$ cat config.mk
export PLATFORM = sky130hd
export DESIGN_NAME = hl_debug_ctrl
export DESIGN_NICKNAME = d
export VERILOG_FILES = /design/src/rtl/hl_pkg.sv /design/src/rtl/hl_run_ctrl.sv /design/src/rtl/hl_tx_sel.sv /design/src/rtl/hl_mem_port.sv /design/src/rtl/hl_reg_gate.sv /design/src/rtl/hl_debug_ctrl.sv
export SDC_FILE = /design/constraint.sdc
export NUM_CORES = 1
export LEC_CHECK = 0
export BUFFER_PORTS_ARGS = -buffer_cell sky130_fd_sc_hd__buf_2
export CORE_AREA = 2 2 144 146
export CTS_CLUSTER_DIAMETER = 60
export DETAILED_ROUTE_END_ITERATION = 7
export DIE_AREA = 0 0 146 148
export PLACE_DENSITY = 0.45
export SLEW_MARGIN = 20
export SYNTH_ARGS = -nofsm -noshare
export SYNTH_HDL_FRONTEND = slang
export SYNTH_HIERARCHICAL = 1
export SYNTH_SLANG_ARGS = --single-unit
$ cat constraint.sdc
create_clock -name clk -period 1.5 [get_ports clk]
set_input_delay 0.15 -clock clk [delete_from_list [all_inputs] [get_ports clk]]
set_output_delay 0.15 -clock clk [all_outputs]
set_load 0.02 [all_outputs]
$ cat src/rtl/hl_pkg.sv
package hl_pkg;
  typedef enum logic {
    ST_HOLD = 1'b0,
    ST_RUN  = 1'b1
  } run_st_e;
endpackage

$ cat src/rtl/hl_run_ctrl.sv
module hl_run_ctrl
  import hl_pkg::*;
#(
  parameter int AW = 16
) (
  input  logic          clk,
  input  logic          rst_n,
  input  logic          start,
  input  logic [AW-1:0] start_addr,
  output logic          hold,
  output logic          core_run,
  output logic          core_pc_load,
  output logic [AW-1:0] core_start_pc
);
  run_st_e       st_q;
  logic          load_q;
  logic [AW-1:0] pc_q;
  logic          go;

  assign go = (st_q == ST_HOLD) && start;

  always_ff @(posedge clk or negedge rst_n) begin
    if (!rst_n) begin
      st_q   <= ST_HOLD;
      load_q <= 1'b0;
      pc_q   <= '0;
    end else begin
      load_q <= go;
      if (go) begin
        st_q <= ST_RUN;
        pc_q <= start_addr;
      end
    end
  end

  assign hold          = (st_q == ST_HOLD);
  assign core_run      = (st_q == ST_RUN);
  assign core_pc_load  = load_q;
  assign core_start_pc = pc_q;

  p_release_r7: assert property (@(posedge clk) disable iff (!rst_n)
    (hold && start) |=> (core_run && core_pc_load && core_start_pc == $past(start_addr)));
  p_no_reload_r8: assert property (@(posedge clk) disable iff (!rst_n)
    core_run |=> (!core_pc_load && $stable(core_start_pc) && core_run));
  p_hold_quiet_r1: assert property (@(posedge clk) disable iff (!rst_n)
    hold |-> !core_pc_load);
endmodule

$ cat src/rtl/hl_tx_sel.sv
module hl_tx_sel (
  input  logic clk,
  input  logic rst_n,
  input  logic dbg_frame_valid,
  input  logic core_tx,
  input  logic dbg_tx,
  output logic tx
);
  logic to_dbg_q;

  always_ff @(posedge clk or negedge rst_n) begin
    if (!rst_n)               to_dbg_q <= 1'b0;
    else if (dbg_frame_valid) to_dbg_q <= 1'b1;
  end

  assign tx = to_dbg_q ? dbg_tx : core_tx;

  p_tx_sticky_r3: assert property (@(posedge clk) disable iff (!rst_n)
    dbg_frame_valid |=> (tx == dbg_tx));
  p_tx_stays_r3: assert property (@(posedge clk) disable iff (!rst_n)
    to_dbg_q |=> to_dbg_q);
endmodule

$ cat src/rtl/hl_mem_port.sv
module hl_mem_port #(
  parameter int AW = 16,
  parameter int DW = 32
) (
  input  logic          clk,
  input  logic          rst_n,
  input  logic          hold,
  input  logic          dbg_mem_re,
  input  logic          dbg_mem_we,
  input  logic [AW-1:0] dbg_mem_addr,
  input  logic [DW-1:0] dbg_mem_wdata,
  output logic          dbg_mem_ready,
  output logic [DW-1:0] dbg_mem_rdata,
  output logic          dbg_mem_rvalid,
  input  logic          core_mem_en,
  input  logic          core_mem_we,
  input  logic [AW-1:0] core_mem_addr,
  input  logic [DW-1:0] core_mem_wdata,
  output logic          mem_en,
  output logic          mem_we,
  output logic [AW-1:0] mem_addr,
  output logic [DW-1:0] mem_wdata,
  input  logic [DW-1:0] mem_rdata
);
  logic rd_take;
  logic rvalid_q;

  assign rd_take = hold && dbg_mem_re && !dbg_mem_we;

  always_ff @(posedge clk or negedge rst_n) begin
    if (!rst_n) rvalid_q <= 1'b0;
    else        rvalid_q <= rd_take;
  end

  always_comb begin
    if (hold) begin
      mem_en    = dbg_mem_re || dbg_mem_we;
      mem_we    = dbg_mem_we;
      mem_addr  = dbg_mem_addr;
      mem_wdata = dbg_mem_wdata;
    end else begin
      mem_en    = core_mem_en;
      mem_we    = core_mem_en && core_mem_we;
      mem_addr  = core_mem_addr;
      mem_wdata = core_mem_wdata;
    end
  end

  assign dbg_mem_ready  = hold;
  assign dbg_mem_rvalid = rvalid_q;
  assign dbg_mem_rdata  = rvalid_q ? mem_rdata : '0;

  p_rd_latency_r5: assert property (@(posedge clk) disable iff (!rst_n)
    (hold && dbg_mem_re && !dbg_mem_we) |=> dbg_mem_rvalid);
  p_rd_zero_r5: assert property (@(posedge clk) disable iff (!rst_n)
    !dbg_mem_rvalid |-> (dbg_mem_rdata == '0));
  p_run_drop_r9: assert property (@(posedge clk) disable iff (!rst_n)
    (!hold && (dbg_mem_re || dbg_mem_we)) |-> !dbg_mem_ready);
  p_core_blocked_r12: assert property (@(posedge clk) disable iff (!rst_n)
    (hold && !dbg_mem_re && !dbg_mem_we) |-> !mem_en);
endmodule

$ cat src/rtl/hl_reg_gate.sv
module hl_reg_gate #(
  parameter int DW  = 32,
  parameter int RIW = 5
) (
  input  logic           clk,
  input  logic           rst_n,
  input  logic           hold,
  input  logic           dbg_reg_we,
  input  logic [RIW-1:0] dbg_reg_idx,
  input  logic [DW-1:0]  dbg_reg_data,
  input  logic           core_rf_we,
  input  logic [RIW-1:0] core_rf_idx,
  input  logic [DW-1:0]  core_rf_data,
  output logic           rf_we,
  output logic [RIW-1:0] rf_idx,
  output logic [DW-1:0]  rf_data
);
  logic sel_we;

  always_comb begin
    if (hold) begin
      sel_we  = dbg_reg_we;
      rf_idx  = dbg_reg_idx;
      rf_data = dbg_reg_data;
    end else begin
      sel_we  = core_rf_we;
      rf_idx  = core_rf_idx;
      rf_data = core_rf_data;
    end
  end

  assign rf_we = sel_we && (rf_idx != '0);

  p_no_x0_r6: assert property (@(posedge clk) disable iff (!rst_n)
    rf_we |-> (rf_idx != '0));
  p_run_ignore_r10: assert property (@(posedge clk) disable iff (!rst_n)
    (!hold && !core_rf_we) |-> !rf_we);
endmodule

$ cat src/rtl/hl_debug_ctrl.sv
module hl_debug_ctrl #(
  parameter int AW  = 16,
  parameter int DW  = 32,
  parameter int NREG = 32,
  localparam int RIW = $clog2(NREG)
) (
  input  logic           clk,
  input  logic           rst_n,
  input  logic           start,
  input  logic [AW-1:0]  start_addr,
  input  logic           dbg_frame_valid,
  input  logic           dbg_reg_we,
  input  logic [RIW-1:0] dbg_reg_idx,
  input  logic [DW-1:0]  dbg_reg_data,
  input  logic           dbg_mem_re,
  input  logic           dbg_mem_we,
  input  logic [AW-1:0]  dbg_mem_addr,
  input  logic [DW-1:0]  dbg_mem_wdata,
  output logic           dbg_mem_ready,
  output logic [DW-1:0]  dbg_mem_rdata,
  output logic           dbg_mem_rvalid,
  input  logic           core_mem_en,
  input  logic           core_mem_we,
  input  logic [AW-1:0]  core_mem_addr,
  input  logic [DW-1:0]  core_mem_wdata,
  input  logic           core_rf_we,
  input  logic [RIW-1:0] core_rf_idx,
  input  logic [DW-1:0]  core_rf_data,
  input  logic           core_tx,
  input  logic           dbg_tx,
  output logic           core_run,
  output logic           core_pc_load,
  output logic [AW-1:0]  core_start_pc,
  output logic           mem_en,
  output logic           mem_we,
  output logic [AW-1:0]  mem_addr,
  output logic [DW-1:0]  mem_wdata,
  input  logic [DW-1:0]  mem_rdata,
  output logic           mem_owner_dbg,
  output logic           rf_we,
  output logic [RIW-1:0] rf_idx,
  output logic [DW-1:0]  rf_data,
  output logic           tx
);
  logic hold;

  hl_run_ctrl #(.AW(AW)) u_run (
    .clk(clk), .rst_n(rst_n), .start(start), .start_addr(start_addr),
    .hold(hold), .core_run(core_run), .core_pc_load(core_pc_load),
    .core_start_pc(core_start_pc)
  );

  hl_tx_sel u_tx (
    .clk(clk), .rst_n(rst_n), .dbg_frame_valid(dbg_frame_valid),
    .core_tx(core_tx), .dbg_tx(dbg_tx), .tx(tx)
  );

  hl_mem_port #(.AW(AW), .DW(DW)) u_mem (
    .clk(clk), .rst_n(rst_n), .hold(hold),
    .dbg_mem_re(dbg_mem_re), .dbg_mem_we(dbg_mem_we),
    .dbg_mem_addr(dbg_mem_addr), .dbg_mem_wdata(dbg_mem_wdata),
    .dbg_mem_ready(dbg_mem_ready), .dbg_mem_rdata(dbg_mem_rdata),
    .dbg_mem_rvalid(dbg_mem_rvalid),
    .core_mem_en(core_mem_en), .core_mem_we(core_mem_we),
    .core_mem_addr(core_mem_addr), .core_mem_wdata(core_mem_wdata),
    .mem_en(mem_en), .mem_we(mem_we), .mem_addr(mem_addr),
    .mem_wdata(mem_wdata), .mem_rdata(mem_rdata)
  );

  hl_reg_gate #(.DW(DW), .RIW(RIW)) u_reg (
    .clk(clk), .rst_n(rst_n), .hold(hold),
    .dbg_reg_we(dbg_reg_we), .dbg_reg_idx(dbg_reg_idx), .dbg_reg_data(dbg_reg_data),
    .core_rf_we(core_rf_we), .core_rf_idx(core_rf_idx), .core_rf_data(core_rf_data),
    .rf_we(rf_we), .rf_idx(rf_idx), .rf_data(rf_data)
  );

  assign mem_owner_dbg = hold;

  p_owner_r1: assert property (@(posedge clk) disable iff (!rst_n)
    mem_owner_dbg |-> !core_run);
endmodule

==> summary.txt <==
Yosys
  • Post-synth EDFFs: 0
  • Syn Area/Cell: 12.6 sq um
  • Synthesized cell area: 2350 sq um
  • Syn_nets: 417
  • Most common cell in the netlist: mux2_4
  • Seq/Total Area, Yosys: 21.3%
  • Main synth FF type: dfrtp_1
  • Gate Count Post-Synth: 187
  • Synth async-reset ratio: 100%
  • Top post-synthesis cells by area: mux2_4 (35%), mux2_2 (22%), dfrtp_1 (21%), and2_1 (8.5%), buf_12 (4.3%)
  • Synth warn: 6
  • Synth top cells by count: mux2_4 (55), mux2_2 (47), and2_1 (32)
  • Synth top area share: 35.1%
  • Cell accounting for the most synthesized area: mux2_4
  • Synthesized flop and latch total: 20
  • Unique masters post-synth: 21

STA
  • Final setup margin: -0.207 ns
  • Worst Skew: 0.00147 ns
  • RSZ-0062 raised after global routing: true
  • Period Utilization, post-route: 114%
  • Hold Violations, Final: 0
  • Fmax: 586 MHz
  • Final setup viols: 85
  • Final Critical Period: 1.71 ns
  • Worst rel slew slack: 69.4%
  • Least-Margin Pin Slew: 0.460 ns
  • Pins Over Slew Limit: 0

Clock network
  • CTS tree: done
  • Worst-path clk slew: 0.06 ns
  • Num CTS Buffers: 3
  • Clock Sinks: 20
  • Clock Latency Late Sink: 0.25 ns
  • Root buffer cell: clkbuf_16
  • H-tree levels: 1
  • Clk buf depth: 2

Detailed routing
  • DRT Wirelength: 11.5 mm
  • ANT nets after route: 0
  • Pre-antenna DRT Iters: 3
  • DR WL/cell: 13.9 microns
  • DR vias: 2919
  • Initial drt markers: 63
  • DRC viols: 0
  • DR vias/cell: 3.52

Placed design
  • Number of port buffers: 371
  • Post-DP Area: 4460 sq um
  • Hpwl dp: 9.89 mm
  • Final RePlAce weighted congestion: 0.730

Global routing
  • First-pass GRT wire length: 15.5 mm
  • Vias in the first global route: 2891
  • Antenna violations before repair: 1
  • Largest net degree at the start of global routing: 34
  • Global Route Usage Sum: 9.07%
  • Grt total ovfl: 0

Pwr
  • Worst ir drop on vdd: 370 uV
  • PD cells: 460 nW/um^2
  • Leak: 2.67 nW
  • Tot Pwr: 2.26 mW

Worst setup path
  • Critical path's slowest cell: dfrtp_2
  • Data arrival, critical path: 1.56 ns
  • Crit Path Category: flip-flop to output port
  • WP buf/inv: 3
  • Crit path max fanout: 32
  • Crit path largest cell delay: 0.44 ns
  • Worst Path Required: 1.35 ns
  • Top Family by Delay on Critical Path: buffers and inverters
  • R2r setup slk: 0.09 ns
  • Cell Chain, Critical Path: clkinv_8, buf_16, mux2_4, buf_2
  • Crit end category: output port
  • Critical Path Source Type: flip-flop

Finish
  • Syn-to-layout area delta: 108%
  • Final Cell Area: 4900 sq um
  • Finished Core Util: 24.5%
  • NumNets Final: 790
  • Ratio of cells with drive above 1 in the final layout: 88.7%

Die
  • Rows: 52
  • Die X: 146 microns
  • Die height: 148 microns
  • Initial core utilization: 11.8%
  • Die area: 21600 sq um
  • Placeable Area: 20000 sq um
  • Io pins: 372

Run status
  • Failing checks: negative setup slack
  • Status: finished, violations left

Run
  • Max-cap violations: 0

Worst hold path
  • HP Class: primary input to flip-flop
-- kinds of logic (layout without fill, tap and decap cells) --
family | Yosys count | after routing | synth area share [%]
muxes | 103 | 103 | 58.0
and+or+nand+nor | 43 | 43 | 11.1
DFF | 20 | 20 | 21.3
buffers and inverters | 17 | 389 | 8.56
AOI/OAI and AO/OA | 4 | 4 | 1.17
other | 0 | 1 | 0
-- worst register-to-register path, cell delays in order, from the launching register on --
cell and delay, ns:
dfrtp_2 0.44, buf_4 0.15, nor2b_2 0.17, buf_12 0.18, mux2_2 0.35
-- metal layers --
metal,routed length [microns],vias up,GRT usage [%]
li1,-,1405,-
met5,0,-,0
met2,6120,209,18.0
met4,64,0,1.02
met3,980,4,1.73
met1,4360,1301,10.3
-- flip-flops by register name (all words and copies together) (netlist names) --
signal	count
u_run/core_start_pc	16
u_run/core_pc_load	1
u_tx/to_dbg_q	1
u_run/core_run	1
u_mem/dbg_mem_rvalid	1
-- final cells by class --
class | instances | area (sq um)
timing repair buffer | 384 | 2280
multi-input combinational | 150 | 1680
fill | 2194 | 15100
inverter | 1 | 16.3
sequential | 20 | 502
tap | 270 | 338
antenna | 1 | 2.50
clock buffer | 4 | 88.8
-- power by group --
group	switching, mW	total, mW	internal, mW
clock	0.197	0.603	0.406
sequential	0.0249	0.615	0.590
combinational	0.473	1.04	0.566
total	0.695	2.26	1.56
-- cell usage in the layout, fill, tap and decap left out, types with 2 or more instances in the layout --
master,n
mux2_4,59
and2_1,32
nor2_1,3
dfrtp_1,19
mux2_2,43
clkbuf_16,4
buf_4,8
nand2_1,3
buf_6,35
buf_16,2
buf_2,334
buf_12,3
-- final timing paths --
kind / startpoint / endpoint / cells past startpoint
worst max-delay path: u_run/core_run / mem_wdata[21] / 4
min in group asynchronous: rst_n / u_tx/to_dbg_q / 2
worst min register to register: u_tx/to_dbg_q / u_tx/to_dbg_q / 1
worst min-delay path: dbg_frame_valid / u_tx/to_dbg_q / 2
worst max register to register: u_run/core_run / u_run/core_start_pc[14] / 4
max in group asynchronous: rst_n / u_run/core_run / 2
-- stage by stage --
step	setup TNS, ns	setup slack, ns	hold WS, ns	std cells
global placement	-0.00388	-0.00388	0.134	821
floorplan	0	0.00944	-0.146	187
finish	-12.28	-0.207	0.0839	830
global route	-16.44	-0.254	0.0901	830
CTS	-17.34	-0.241	0.0847	827
detailed placement	-0.0267	-0.0267	0.137	821
-- repair_timing --
action | in CTS | in global routing
gates cloned | 0 | 2
hold endpoints to repair | 20 | 0
pin swaps | 1 | 0
buffers inserted | 1 | 1
endpoints found under the setup margin | 88 | 86
hold buffers | 1 | 0
resized for setup | 7 | 81
No activity file was read; power rests on OpenSTA's default activity.
